`src/rtl/capt_pkg.sv`:
```
package capt_pkg;
    typedef enum logic [2:0] {
        CAP_IDLE,
        CAP_HUNT,
        CAP_PRIME,
        CAP_ROW,
        CAP_SKIP,
        CAP_FINISH
    } cap_state_e;
endpackage

```
`src/rtl/capt_pixel_latch.sv`:
```
module capt_pixel_latch #(
    parameter int ADC_W = 8,
    parameter int PIX_W = 6
) (
    input  logic             clk,
    input  logic             rst_n,
    input  logic             take,
    input  logic [ADC_W-1:0] adc,
    output logic [PIX_W-1:0] pix
);
    localparam int SH = ADC_W - PIX_W;

    always_ff @(posedge clk) begin
        if (!rst_n) begin
            pix <= '0;
        end else if (take) begin
            pix <= PIX_W'(adc >> SH);
        end
    end
endmodule

```
`src/rtl/capt_sram_strobe.sv`:
```
module capt_sram_strobe #(
    parameter int K_W = 3
) (
    input  logic           clk,
    input  logic           rst_n,
    input  logic           in_row,
    input  logic [K_W-1:0] k,
    output logic           oe_n,
    output logic           dq_en,
    output logic           we_n
);
    localparam logic [K_W-1:0] SLOT_OE  = K_W'(3);
    localparam logic [K_W-1:0] SLOT_DQ  = K_W'(4);
    localparam logic [K_W-1:0] SLOT_WE  = K_W'(5);
    localparam logic [K_W-1:0] SLOT_END = K_W'(6);

    always_comb begin
        oe_n  = 1'b0;
        dq_en = 1'b0;
        we_n  = 1'b1;
        if (in_row) begin
            oe_n  = (k >= SLOT_OE) && (k <= SLOT_END);
            dq_en = (k >= SLOT_DQ) && (k <= SLOT_END);
            we_n  = (k != SLOT_WE);
        end
    end


    we_single_chk: assert property (@(posedge clk) disable iff (!rst_n)
        !we_n |=> we_n);


    dq_gated_chk: assert property (@(posedge clk) disable iff (!rst_n)
        dq_en |-> oe_n);


    oe_before_dq_chk: assert property (@(posedge clk) disable iff (!rst_n)
        $rose(dq_en) |-> $past(oe_n));
endmodule

```
`src/rtl/subsample_capture.sv`:
```
module subsample_capture
    import capt_pkg::*;
#(
    parameter  int ROW_CLKS = 128,
    parameter  int DEC      = 4,
    parameter  int OUT_ROWS = 32,
    parameter  int ADC_W    = 8,
    parameter  int PIX_W    = 6,
    localparam int OUT_COLS = ROW_CLKS / DEC,
    localparam int FRAME    = OUT_COLS * OUT_ROWS,
    localparam int AW       = $clog2(FRAME)
) (
    input  logic             clk,
    input  logic             rst_n,
    input  logic             start,
    input  logic             sensor_read,
    input  logic [ADC_W-1:0] pix_in,
    output logic             sens_clk,
    output logic [AW-1:0]    sram_addr,
    output logic [PIX_W-1:0] sram_dq,
    output logic             sram_dq_en,
    output logic             sram_we_n,
    output logic             sram_oe_n,
    output logic             done
);
    localparam int K_W      = $clog2(2 * DEC);
    localparam int GRP_W    = (OUT_COLS > 1) ? $clog2(OUT_COLS) : 1;
    localparam int SKIP_CYC = 2 * (DEC - 1) * ROW_CLKS;
    localparam int SK_W     = $clog2(SKIP_CYC);

    localparam logic [K_W-1:0]   K_LAST     = K_W'(2 * DEC - 1);
    localparam logic [K_W-1:0]   K_PRIME_HI = K_W'(1);
    localparam logic [K_W-1:0]   K_PRIME_END = K_W'(2);
    localparam logic [GRP_W-1:0] GRP_LAST   = GRP_W'(OUT_COLS - 1);
    localparam logic [SK_W-1:0]  SKIP_LAST  = SK_W'(SKIP_CYC - 1);
    localparam logic [AW-1:0]    ADDR_LAST  = AW'(FRAME - 1);

    cap_state_e state, nxt;
    logic [K_W-1:0]   k;
    logic [GRP_W-1:0] grp;
    logic [SK_W-1:0]  skc;
    logic [AW-1:0]    addr;
    logic             take;
    logic [PIX_W-1:0] pix;
    logic             group_end;

    assign group_end = (state == CAP_ROW) && (k == K_LAST);

    // next-state decision
    always_comb begin
        nxt = state;
        unique case (state)
            CAP_IDLE:   if (start) nxt = CAP_HUNT;
            CAP_HUNT:   if (k[0] && sensor_read) nxt = CAP_PRIME;
            CAP_PRIME:  if (k == K_PRIME_END) nxt = CAP_ROW;
            CAP_ROW: begin
                if (k == K_LAST) begin
                    if (addr == ADDR_LAST)  nxt = CAP_FINISH;
                    else if (grp == GRP_LAST) nxt = CAP_SKIP;
                end
            end
            CAP_SKIP:   if (skc == SKIP_LAST) nxt = CAP_ROW;
            CAP_FINISH: nxt = CAP_IDLE;
            default:    nxt = CAP_IDLE;
        endcase
    end

    // state register
    always_ff @(posedge clk) begin
        if (!rst_n) state <= CAP_IDLE;
        else        state <= nxt;
    end

    // phase, group, skip and address counters
    always_ff @(posedge clk) begin
        if (!rst_n) begin
            k    <= '0;
            grp  <= '0;
            skc  <= '0;
            addr <= '0;
        end else begin
            if (nxt != state)          k <= '0;
            else if (state == CAP_ROW) k <= (k == K_LAST) ? '0 : k + 1'b1;
            else if ((state == CAP_HUNT) || (state == CAP_PRIME)) k <= k + 1'b1;

            if (state == CAP_SKIP) skc <= skc + 1'b1;
            else                   skc <= '0;

            if (state == CAP_IDLE) begin
                grp  <= '0;
                addr <= '0;
            end else if (group_end) begin
                grp  <= (grp == GRP_LAST) ? '0 : grp + 1'b1;
                addr <= addr + 1'b1;
            end
        end
    end

    // outputs
    always_comb begin
        sens_clk = 1'b0;
        unique case (state)
            CAP_HUNT:  sens_clk = k[0];
            CAP_PRIME: sens_clk = (k == K_PRIME_HI);
            CAP_ROW:   sens_clk = ~k[0];
            CAP_SKIP:  sens_clk = ~skc[0];
            default:   sens_clk = 1'b0;
        endcase
        done = (state == CAP_FINISH);
        take = (state == CAP_ROW) && (k == '0);
    end

    capt_pixel_latch #(.ADC_W(ADC_W), .PIX_W(PIX_W)) u_latch (
        .clk   (clk),
        .rst_n (rst_n),
        .take  (take),
        .adc   (pix_in),
        .pix   (pix)
    );

    capt_sram_strobe #(.K_W(K_W)) u_strobe (
        .clk    (clk),
        .rst_n  (rst_n),
        .in_row (state == CAP_ROW),
        .k      (k),
        .oe_n   (sram_oe_n),
        .dq_en  (sram_dq_en),
        .we_n   (sram_we_n)
    );

    assign sram_addr = addr;
    assign sram_dq   = sram_dq_en ? pix : '0;


    idle_quiet_chk: assert property (@(posedge clk) disable iff (!rst_n)
        (state == CAP_IDLE) |-> (!sens_clk && sram_we_n && !sram_dq_en && !done));


    done_single_chk: assert property (@(posedge clk) disable iff (!rst_n)
        done |=> !done);


    done_clk_low_chk: assert property (@(posedge clk) disable iff (!rst_n)
        done |-> (!sens_clk && sram_addr == '0));


    skip_silent_chk: assert property (@(posedge clk) disable iff (!rst_n)
        (state == CAP_SKIP) |-> (sram_we_n && !sram_dq_en));


    addr_hold_chk: assert property (@(posedge clk) disable iff (!rst_n)
        !sram_we_n |=> $stable(sram_addr));


    data_hold_chk: assert property (@(posedge clk) disable iff (!rst_n)
        (sram_dq_en && $past(sram_dq_en)) |-> $stable(sram_dq));


    write_low_phase_chk: assert property (@(posedge clk) disable iff (!rst_n)
        !sram_we_n |-> !sens_clk);
endmodule

```
`config.mk`:
```
export PLATFORM = sky130hd
export DESIGN_NAME = subsample_capture
export DESIGN_NICKNAME = d
export VERILOG_FILES = /design/src/rtl/capt_pkg.sv /design/src/rtl/capt_pixel_latch.sv /design/src/rtl/capt_sram_strobe.sv /design/src/rtl/subsample_capture.sv
export SDC_FILE = /design/constraint.sdc
export NUM_CORES = 1
export LEC_CHECK = 0
export ABC_AREA = 1
export CORE_UTILIZATION = 36
export CTS_CLUSTER_SIZE = 12
export DETAILED_ROUTE_END_ITERATION = 6
export DONT_BUFFER_PORTS = 1
export SLEW_MARGIN = 15
export SYNTH_ARGS = -nofsm -noshare
export SYNTH_HDL_FRONTEND = slang
export SYNTH_SLANG_ARGS = --single-unit
```
`constraint.sdc`:
```
create_clock -name clk -period 2.2 [get_ports clk]
set_input_delay 0.44 -clock clk [delete_from_list [all_inputs] [get_ports clk]]
set_output_delay 0.44 -clock clk [all_outputs]
set_load 0.02 [all_outputs]
```
==> impl_metrics.csv, run 1 <==
group,metric,value,unit
die,rows,26,
timing,tightest_slew,491.6,ps
global_routing,grt_use_total,14.28,%
global_routing,antenna_found_initial,0,
logic_synthesis,yosysMostFrequentCell,"nor2_1",
setup_path,cp_top_family,"flip-flops",
logic_synthesis,synth_area_leader_cell,"dfxtp_1",
logic_synthesis,synth_edf_count,0,
logic_synthesis,synth_top_flop_cell,"dfxtp_1",
worst_hold_path,hold_class,"primary input to flip-flop",
die,die_x,75.89,µm
flow_run,max_cap_viol_count,0,
pwr,combPwrFrac,4.7,%
global_routing,grt_overflow,0,
timing,drv_slew,0,
route,totalWireLength,3.851,mm
global_routing,grt_max_degree,13,
global_routing,grt_first_pass_wirelength,6.210,mm
clocking,cts_buffer_depth,2,
timing,setup_violations,0,
die,initial_core_util,38.00,%
global_routing,grt_pass1_vias,1505,
setup_path,rrSetupSlack,280,ps
setup_path,r2r_end,"sram_addr[6]",
logic_synthesis,seq_area_frac_synth,37.68,%
timing,max_clock_freq,484.9,MHz
clocking,cts_inserted_buffers,5,
placement,globalplace.congestion,0.8229,
clocking,clkTransAtPathRegs,70,ps
route,antenna_left,0,
placement,place_hpwl,2.975,mm
worst_hold_path,whs_path_depth,2,
logic_synthesis,syn_area,1966,µm²
timing,skew,5.329,ps
finish,drive_above_1_share,13.27,%
finish,final_area,2263,µm²
setup_path,crit_start,"state[2]",
timing,setup_slack,137.6,ps
logic_synthesis,synth-seq-cells,37,
timing,fin_crit,2062,ps
route,drt_iter0_markers,102,
clocking,postCtsSetupRepairBufs,0,
timing,rsz0062_at_grt,"false",
clocking,cts_tree,"done",
timing,final.setup.tns,0,ps
setup_path,cpMaxStageDelayCell,"dfxtp_1",
logic_synthesis,yosysTopAreaCellShare,37.68,%
setup_path,start_kind,"flip-flop",
pwr,power_leakage,0.8473,nW
finish,num_antenna_cells,0,
clocking,cts_root_buf,"clkbuf_8",
setup_path,rr_startpoint,"k[0]",
finish,syn2layout_area_growth,15.15,%
clocking,cts_sinks,37,
setup_path,worstSetupPathType,"flip-flop to output pin",
route,wl_per_cell,10.58,µm
route,vias_per_cell,4.761,
finish,num-fill-cells,535,
pwr,vdd_drop_max,0.2174,mV
clocking,insertion_delay,290,ps
placement,io_buffer_count,0,
logic_synthesis,synthDistinctLibCells,29,
setup_path,cp_cell_sequence,"inv_2 > nor2_1 > inv_1 > o211ai_1",
die,die_y,75.89,µm
logic_synthesis,synth_commonest_cells,"nor2_1 (48), nand2_1 (46), inv_1 (39), dfxtp_1 (37), a21oi_1 (22)",
logic_synthesis,yosys_warnings,0,
setup_path,max_stage_delay,480,ps
outcome,status,"completed",
finish,fin_nets,315,
worst_hold_path,worstHoldEndpoint,"state[0]",
timing,slew_headroom,67.08,%
setup_path,end_kind,"output pin",
logic_synthesis,synth.net_count,299,
logic_synthesis,ys_async_sr_fraction,0,%
setup_path,arrival,1620,ps
route,route.vias.total,1733,
pwr,power_density,636.4,nW/µm²
route,dr.pass1.iters,4,
placement,place_ws,318.1,ps
clocking,cts_max_level,2,
setup_path,critPathBufInv,2,
pwr,clkPwrFrac,47.9,%
timing,hold_violations,0,
pwr,pwr-share-seq,47.4,%
pwr,net-switching-power,0.2940,mW
setup_path,path_max_fanout,7,
route,drc_errors,0,
placement,dpl_cell_area,2120,µm²
die,io_pins,33,
logic_synthesis,avgSynthCellArea,7.096,µm²
timing,fin_hold_ws,253.5,ps
setup_path,cp.required,1760,ps
die,coreArea,5172,µm²
timing,finalCritPeriodShare,93.74,%
logic_synthesis,synthTopCellsByArea,"dfxtp_1 (38%), nor2_1 (9.2%), nand2_1 (8.8%), inv_1 (7.4%), ha_1 (6.4%)",
pwr,power,1.441,mW
die,dieArea,5759,µm²
logic_synthesis,netlist_instances,277,
pwr,p_int,1.147,mW
pwr,switching_share,20.41,%
worst_hold_path,hp-start,"rst_n",
setup_path,worstRegToRegCells,9,
## logic make-up (layout without fill, tap and decap cells)
family | count (synthesis) | count (layout) | share of synthesized area, %
flip-flops | 37 | 37 | 37.68
adder cells (fa/ha/maj) | 10 | 10 | 6.365
AND/OR/NAND/NOR | 137 | 137 | 33.29
XOR/XNOR | 2 | 2 | 0.8913
buffers and inverters | 45 | 62 | 9.420
AO/OA/AOI/OAI | 46 | 46 | 12.35
## per-layer routing
metal / part of all wire [%] / track usage [%] / up-vias
met4: 2.0 / 6.790 / 0
met2: 45 / 23.30 / 34
li1: - / - / 924
met5: 0 / 0 / -
met3: 5.1 / 3.175 / 7
met1: 48 / 17.84 / 768
## state kept, by name, indices dropped and copies added, names as in the netlist
name,flops
grp,5
k,3
skc,10
sram_addr,10
state,3
u_latch.pix,6
## worst max-delay path by stage
stage	endpoint	cells after the start
floorplan	sram_dq[0]	6
global route	sens_clk	4
global placement	sram_addr[6]	9
finish	sens_clk	4
CTS	sram_dq[4]	7
detailed placement	sram_addr[6]	9
## cell usage in the layout (no fill, tap or decap)
| cell | netlist | routed |
|---|---|---|
| dfxtp_2 | 0 | 1 |
| a21oi_1 | 22 | 22 |
| nor2_2 | 3 | 2 |
| inv_1 | 39 | 38 |
| o211ai_1 | 2 | 2 |
| clkinv_2 | 0 | 1 |
| a31oi_1 | 2 | 2 |
| dfxtp_4 | 0 | 1 |
| ha_1 | 10 | 10 |
| nand4_2 | 2 | 2 |
| dfxtp_1 | 37 | 35 |
| nor2_4 | 2 | 3 |
| nor3b_1 | 2 | 2 |
| o21ai_1 | 0 | 1 |
| nand3_1 | 14 | 14 |
| nand2_4 | 1 | 1 |
| nor3_1 | 9 | 9 |
| nor2_1 | 48 | 48 |
| clkbuf_8 | 0 | 5 |
| xnor2_1 | 1 | 1 |
| nand4_1 | 2 | 2 |
| bufinv_16 | 0 | 2 |
| inv_2 | 2 | 3 |
| nand3_4 | 1 | 1 |
| o21a_1 | 2 | 2 |
| o21ai_0 | 18 | 17 |
| nand3b_1 | 2 | 2 |
| or2_0 | 1 | 1 |
| nor3b_2 | 1 | 1 |
| buf_4 | 0 | 13 |
| xor2_1 | 1 | 1 |
| nand3_2 | 3 | 3 |
| nand2_1 | 46 | 46 |
## metrics by stage
stage | instances | util (%)
3_3_place_gp | 356 | 40.98
3_5_place_dp | 356 | 40.98
5_1_grt | 364 | 43.76
4_1_cts | 364 | 43.57
6_report | 364 | 43.76
2_1_floorplan | 277 | -
## power by group through the flow
| stage | Sequential [mW] | Combinational, mW | Clock, mW |
|---|---|---|---|
| 2_1_floorplan | 0.696 | 0.0579 | 0 |
| 3_3_place_gp | 0.698 | 0.0675 | 0 |
| 3_5_place_dp | 0.699 | 0.0690 | 0 |
| 4_1_cts | 0.683 | 0.0693 | 0.715 |
| 5_1_grt | 0.683 | 0.0808 | 0.738 |
| 6_report | 0.682 | 0.0680 | 0.690 |
## area by class of cell
cell class / instances / area, µm² / share of cell area [%]
clock buffers: 5 / 68.82 / 3.040
clock inverters: 3 / 65.06 / 2.875
inverters: 41 / 153.9 / 6.799
multi-input cells: 195 / 1045 / 46.16
flip-flops and latches: 37 / 745.7 / 32.95
well taps: 70 / 87.58 / 3.870
repair buffers: 13 / 97.59 / 4.312
## what timing repair did
| item | 4_1_cts | 5_1_grt |
|---|---|---|
| endpoints found under the setup margin | 0 | 7 |
| resized for setup | 0 | 6 |
| hold buffers | 0 | 0 |
(Power assumes the default switching activity.)
==> run 2, diff against run 1 <==
Settings changed: MAX_ROUTING_LAYER set to met4.
==> run 2 against run 1 <==
Total power hardly changed. Via count is the same. First-iteration DRC count did not move. Worst hold slack about the same. Fmax is the same. Routed wire length hardly changed. Largest cell class unchanged. Core utilization unchanged. Largest power group unchanged. Sequential power barely moved. Worst setup slack hardly changed. Cell count unchanged. Final area unchanged. Clock skew hardly changed.
==> impl_metrics.csv, run 2 (same netlist as run 1, synthesis figures left out) <==
group,metric,value,unit
timing,fin_crit,2062,ps
global_routing,grt_max_degree,13,
die,coreArea,5172,µm²
pwr,power_leakage,0.8473,nW
die,rows,26,
placement,place_hpwl,2.975,mm
route,dr.pass1.iters,4,
clocking,insertion_delay,290,ps
route,totalWireLength,3.849,mm
clocking,cts_buffer_depth,2,
finish,register_area,745.7,µm²
timing,skew,5.329,ps
setup_path,r2r_end,"sram_addr[6]",
timing,setup_slack,137.6,ps
route,antenna_left,0,
flow_run,max_cap_viol_count,0,
setup_path,worstSetupPathType,"flip-flop to output pin",
timing,slew_headroom,67.08,%
timing,setup_violations,0,
setup_path,end_kind,"output pin",
route,wl_per_cell,10.57,µm
global_routing,grt_pass1_vias,1505,
setup_path,path_max_fanout,7,
clocking,cts_sinks,37,
finish,layout.cells.most_common,"nor2_1",
finish,syn2layout_area_growth,15.15,%
die,dieArea,5759,µm²
finish,fin_nets,315,
finish,num-fill-cells,535,
route,vias_per_cell,4.761,
route,route.vias.total,1733,
global_routing,grt_use_total,14.72,%
global_routing,antenna_found_initial,0,
clocking,cts_resized,0,
placement,globalplace.congestion,0.8353,
finish,stdcell_count,364,
die,die_x,75.89,µm
worst_hold_path,worstHoldEndpoint,"state[0]",
placement,place_ws,318.1,ps
die,io_pins,33,
setup_path,arrival,1620,ps
worst_hold_path,whs_path_depth,2,
pwr,power_density,636.4,nW/µm²
worst_hold_path,hold_class,"primary input to flip-flop",
placement,io_buffer_count,0,
timing,final.setup.tns,0,ps
clocking,postCtsSetupRepairBufs,0,
outcome,status,"completed",
timing,finalCritPeriodShare,93.74,%
placement,dp_cells,356,
timing,rsz0062_at_grt,"false",
finish,num_antenna_cells,0,
clocking,cts_max_level,2,
setup_path,worstRegToRegCells,9,
timing,drv_slew,0,
route,drt_iter0_markers,102,
setup_path,start_kind,"flip-flop",
timing,tightest_slew,491.6,ps
setup_path,cp.required,1760,ps
finish,multi_input_area,1045,µm²
route,drc_errors,0,
finish,mostFrequentLayoutCells,"nor2_1 (48), nand2_1 (46), inv_1 (38)",
die,die_y,75.89,µm
finish,drive_above_1_share,13.27,%
global_routing,grt_overflow,0,
clocking,ctsHoldBuffers,0,
global_routing,grt_first_pass_wirelength,6.210,mm
clocking,clkTransAtPathRegs,70,ps
timing,max_clock_freq,484.9,MHz
clocking,cts_tree,"done",
pwr,vdd_drop_max,0.2174,mV
clocking,cts_root_buf,"clkbuf_8",
setup_path,rrSetupSlack,280,ps
worst_hold_path,hp-start,"rst_n",
setup_path,rr_startpoint,"k[0]",
die,initial_core_util,38.00,%
clocking,cts_inserted_buffers,5,
timing,hold_violations,0,
-- run 2: cell counts in the layout (fill, tap and decap cells not counted) --
No cell type changed its count.
-- run 2: power breakdown --
part	internal (mW)	switching (mW)	total (mW)
Combinational	0.0221	0.0459	0.0680
Clock	0.450	0.240	0.690
Sequential	0.674	0.00801	0.682
-- run 2: layout make-up --
cell class                 instances  area share, %
timing repair buffer              13          4.312
multi-input combinational        195          46.16
clock inverter                     3          2.875
clock buffer                       5          3.040
sequential                        37          32.95
inverter                          41          6.799
tap                               70          3.870
-- run 2: critical path: stages, from the launching register on --
cell      delay, ps
dfxtp_1         480
inv_2           130
nor2_1          180
inv_1           110
o211ai_1        430
-- run 2: layer usage --
metal	global-route usage (%)	share of wire (%)
met4	6.790	2.0
met2	23.30	45
met5	-	0
met1	17.84	48
met3	3.175	5.1
-- run 2: worst max path at each step --
| stage | start | endpoint | slack, ps | depth (start not counted) |
|---|---|---|---|---|
| floorplan | state[1] | sram_dq[0] | 220 | 6 |
| global placement | k[0] | sram_addr[6] | 340 | 9 |
| detailed placement | k[0] | sram_addr[6] | 320 | 9 |
| CTS | state[1] | sram_dq[4] | 30 | 7 |
| global route | state[2] | sens_clk | 10 | 4 |
| finish | state[2] | sens_clk | 140 | 4 |
-- run 2: metrics by stage --
step / util, % / instance area [µm²] / hold slack, ps / total power [mW]
final: 43.76 / 2263 / 253.5 / 1.441
after detailed placement: 40.98 / 2120 / 445.1 / 0.7675
after floorplan: - / 1966 / 429.5 / 0.7541
after global placement: 40.98 / 2120 / 438.5 / 0.7658
after global routing: 43.76 / 2263 / 255.2 / 1.502
after CTS: 43.57 / 2253 / 248.8 / 1.468
==> run 3, diff against run 2 <==
==> constraint.sdc (replaced) <==
create_clock -name clk -period 2.5 [get_ports clk]
set_input_delay 0.5 -clock clk [delete_from_list [all_inputs] [get_ports clk]]
set_output_delay 0.5 -clock clk [all_outputs]
set_load 0.01 [all_outputs]
==> run 3 against run 2 <==
Routed wire length decreased by 1.7%. Worst hold slack improved by 62 ps. Worst setup slack improved by 170 ps. Total power decreased by 23%. Count of clock-buffer cells in the layout increased by 2.
==> impl_metrics.csv, run 3 (same netlist as run 1, synthesis figures left out) <==
group,metric,value,unit
pwr,clkPwrFrac,40.7,%
finish,mostFrequentLayoutCells,"nor2_1 (47), nand2_1 (46), inv_1 (39)",
clocking,clkTransAtPathRegs,70,ps
timing,hold_violations,0,
finish,drive_above_1_share,8.865,%
timing,drv_slew,0,
setup_path,arrival,1700,ps
clocking,postCtsSetupRepairBufs,0,
timing,fin_crit,2197,ps
timing,setup_slack,303.1,ps
setup_path,worstSetupPathType,"flip-flop to output pin",
flow_run,max_cap_viol_count,0,
route,totalWireLength,3.783,mm
outcome,status,"completed",
clocking,insertion_delay,290,ps
pwr,p_int,0.8624,mW
finish,num_antenna_cells,0,
route,drc_errors,0,
worst_hold_path,whs_path_depth,2,
placement,place_hpwl,2.908,mm
timing,skew,6.539,ps
global_routing,grt_overflow,0,
timing,setup_violations,0,
global_routing,grt_first_pass_wirelength,6.313,mm
die,die_x,75.89,µm
die,die_y,75.89,µm
timing,final.setup.tns,0,ps
route,drt_iter0_markers,113,
timing,tightest_slew,453.0,ps
clocking,cts_tree,"done",
setup_path,worstRegToRegCells,10,
setup_path,r2r_end,"sram_addr[7]",
timing,fin_hold_ws,315.2,ps
die,io_pins,33,
timing,finalCritPeriodShare,87.88,%
timing,rsz0062_at_grt,"false",
route,dr.pass1.iters,5,
setup_path,start_kind,"flip-flop",
pwr,net-switching-power,0.2503,mW
finish,layout.cells.most_common,"nor2_1",
setup_path,rr_startpoint,"k[0]",
route,wl_per_cell,10.75,µm
route,antenna_left,0,
setup_path,rrSetupSlack,630,ps
pwr,combPwrFrac,5.3,%
pwr,vdd_drop_max,0.1788,mV
placement,io_buffer_count,0,
setup_path,end_kind,"output pin",
setup_path,cp.required,2000,ps
clocking,cts_root_buf,"clkbuf_8",
pwr,power_leakage,0.7661,nW
timing,max_clock_freq,455.2,MHz
clocking,cts_buffer_depth,2,
finish,finish.utilization,41.24,%
global_routing,grt_pass1_vias,1481,
pwr,power_density,521.6,nW/µm²
timing,slew_headroom,69.57,%
global_routing,grt_max_degree,13,
route,vias_per_cell,4.733,
clocking,cts_max_level,2,
global_routing,grt_use_total,14.90,%
clocking,cts_inserted_buffers,5,
finish,syn2layout_area_growth,8.530,%
die,coreArea,5172,µm²
worst_hold_path,hp-start,"rst_n",
worst_hold_path,hold_class,"primary input to flip-flop",
placement,place_ws,533.3,ps
worst_hold_path,worstHoldEndpoint,"state[1]",
pwr,pwr-share-seq,54.0,%
die,rows,26,
die,dieArea,5759,µm²
finish,fin_nets,303,
placement,globalplace.congestion,0.8345,
die,initial_core_util,38.00,%
pwr,switching_share,22.49,%
setup_path,path_max_fanout,6,
global_routing,antenna_found_initial,0,
clocking,cts_sinks,37,
route,route.vias.total,1666,
run 3: through the flow:
stage	std cells	instance area [µm²]	total power, mW
5_1_grt	352	2133	1.162
3_3_place_gp	344	2029	0.6731
6_report	352	2133	1.113
2_1_floorplan	277	1966	0.6625
3_5_place_dp	344	2029	0.6735
4_1_cts	352	2131	1.127
run 3: what timing repair did:
| item | 4_1_cts | 5_1_grt |
|---|---|---|
| hold buffers | 0 | 0 |
| setup endpoints to repair | 0 | 6 |
| resized for setup | 0 | 1 |
run 3: metal layers:
metal,GRT usage (%),wire [µm],vias up
met5,-,0,-
met4,4.938,56,0
met3,4.233,241,5
met2,23.30,1651,34
met1,18.42,1834,727
li1,-,-,900
run 3: area by class of cell:
cell class | count | area, µm²
Inverter | 41 | 153.9
Tap cell | 70 | 87.58
Clock inverter | 1 | 5.005
Sequential cell | 37 | 740.7
Clock buffer | 7 | 96.34
Timing Repair Buffer | 1 | 7.507
Fill cell | 547 | 3039
Multi-Input combinational cell | 195 | 1042
run 3: power groups by stage:
stage	registers (mW)	logic [mW]	clock network (mW)
final	0.601	0.0593	0.453
after detailed placement	0.614	0.0593	0
after global placement	0.614	0.0591	0
after floorplan	0.613	0.0499	0
after CTS	0.600	0.0597	0.467
after global routing	0.601	0.0697	0.492
run 3: how the worst max path moves through the flow:
stage / startpoint / endpoint / slack (ps) / depth (start not counted)
detailed placement: state[1] / sram_dq[5] / 530 / 6
global placement: state[1] / sram_dq[4] / 540 / 6
floorplan: state[1] / sram_dq[0] / 750 / 6
global route: state[1] / sram_dq[0] / 20 / 6
finish: state[1] / sram_dq[5] / 300 / 6
CTS: state[1] / sram_dq[5] / 220 / 6
run 3: worst max-delay path, stage by stage (launching register included):
cell,delay (ps)
dfxtp_1,430
nand2_1,100
nor2_2,200
o21ai_0,170
nor2_2,180
inv_1,130
nor2_1,200
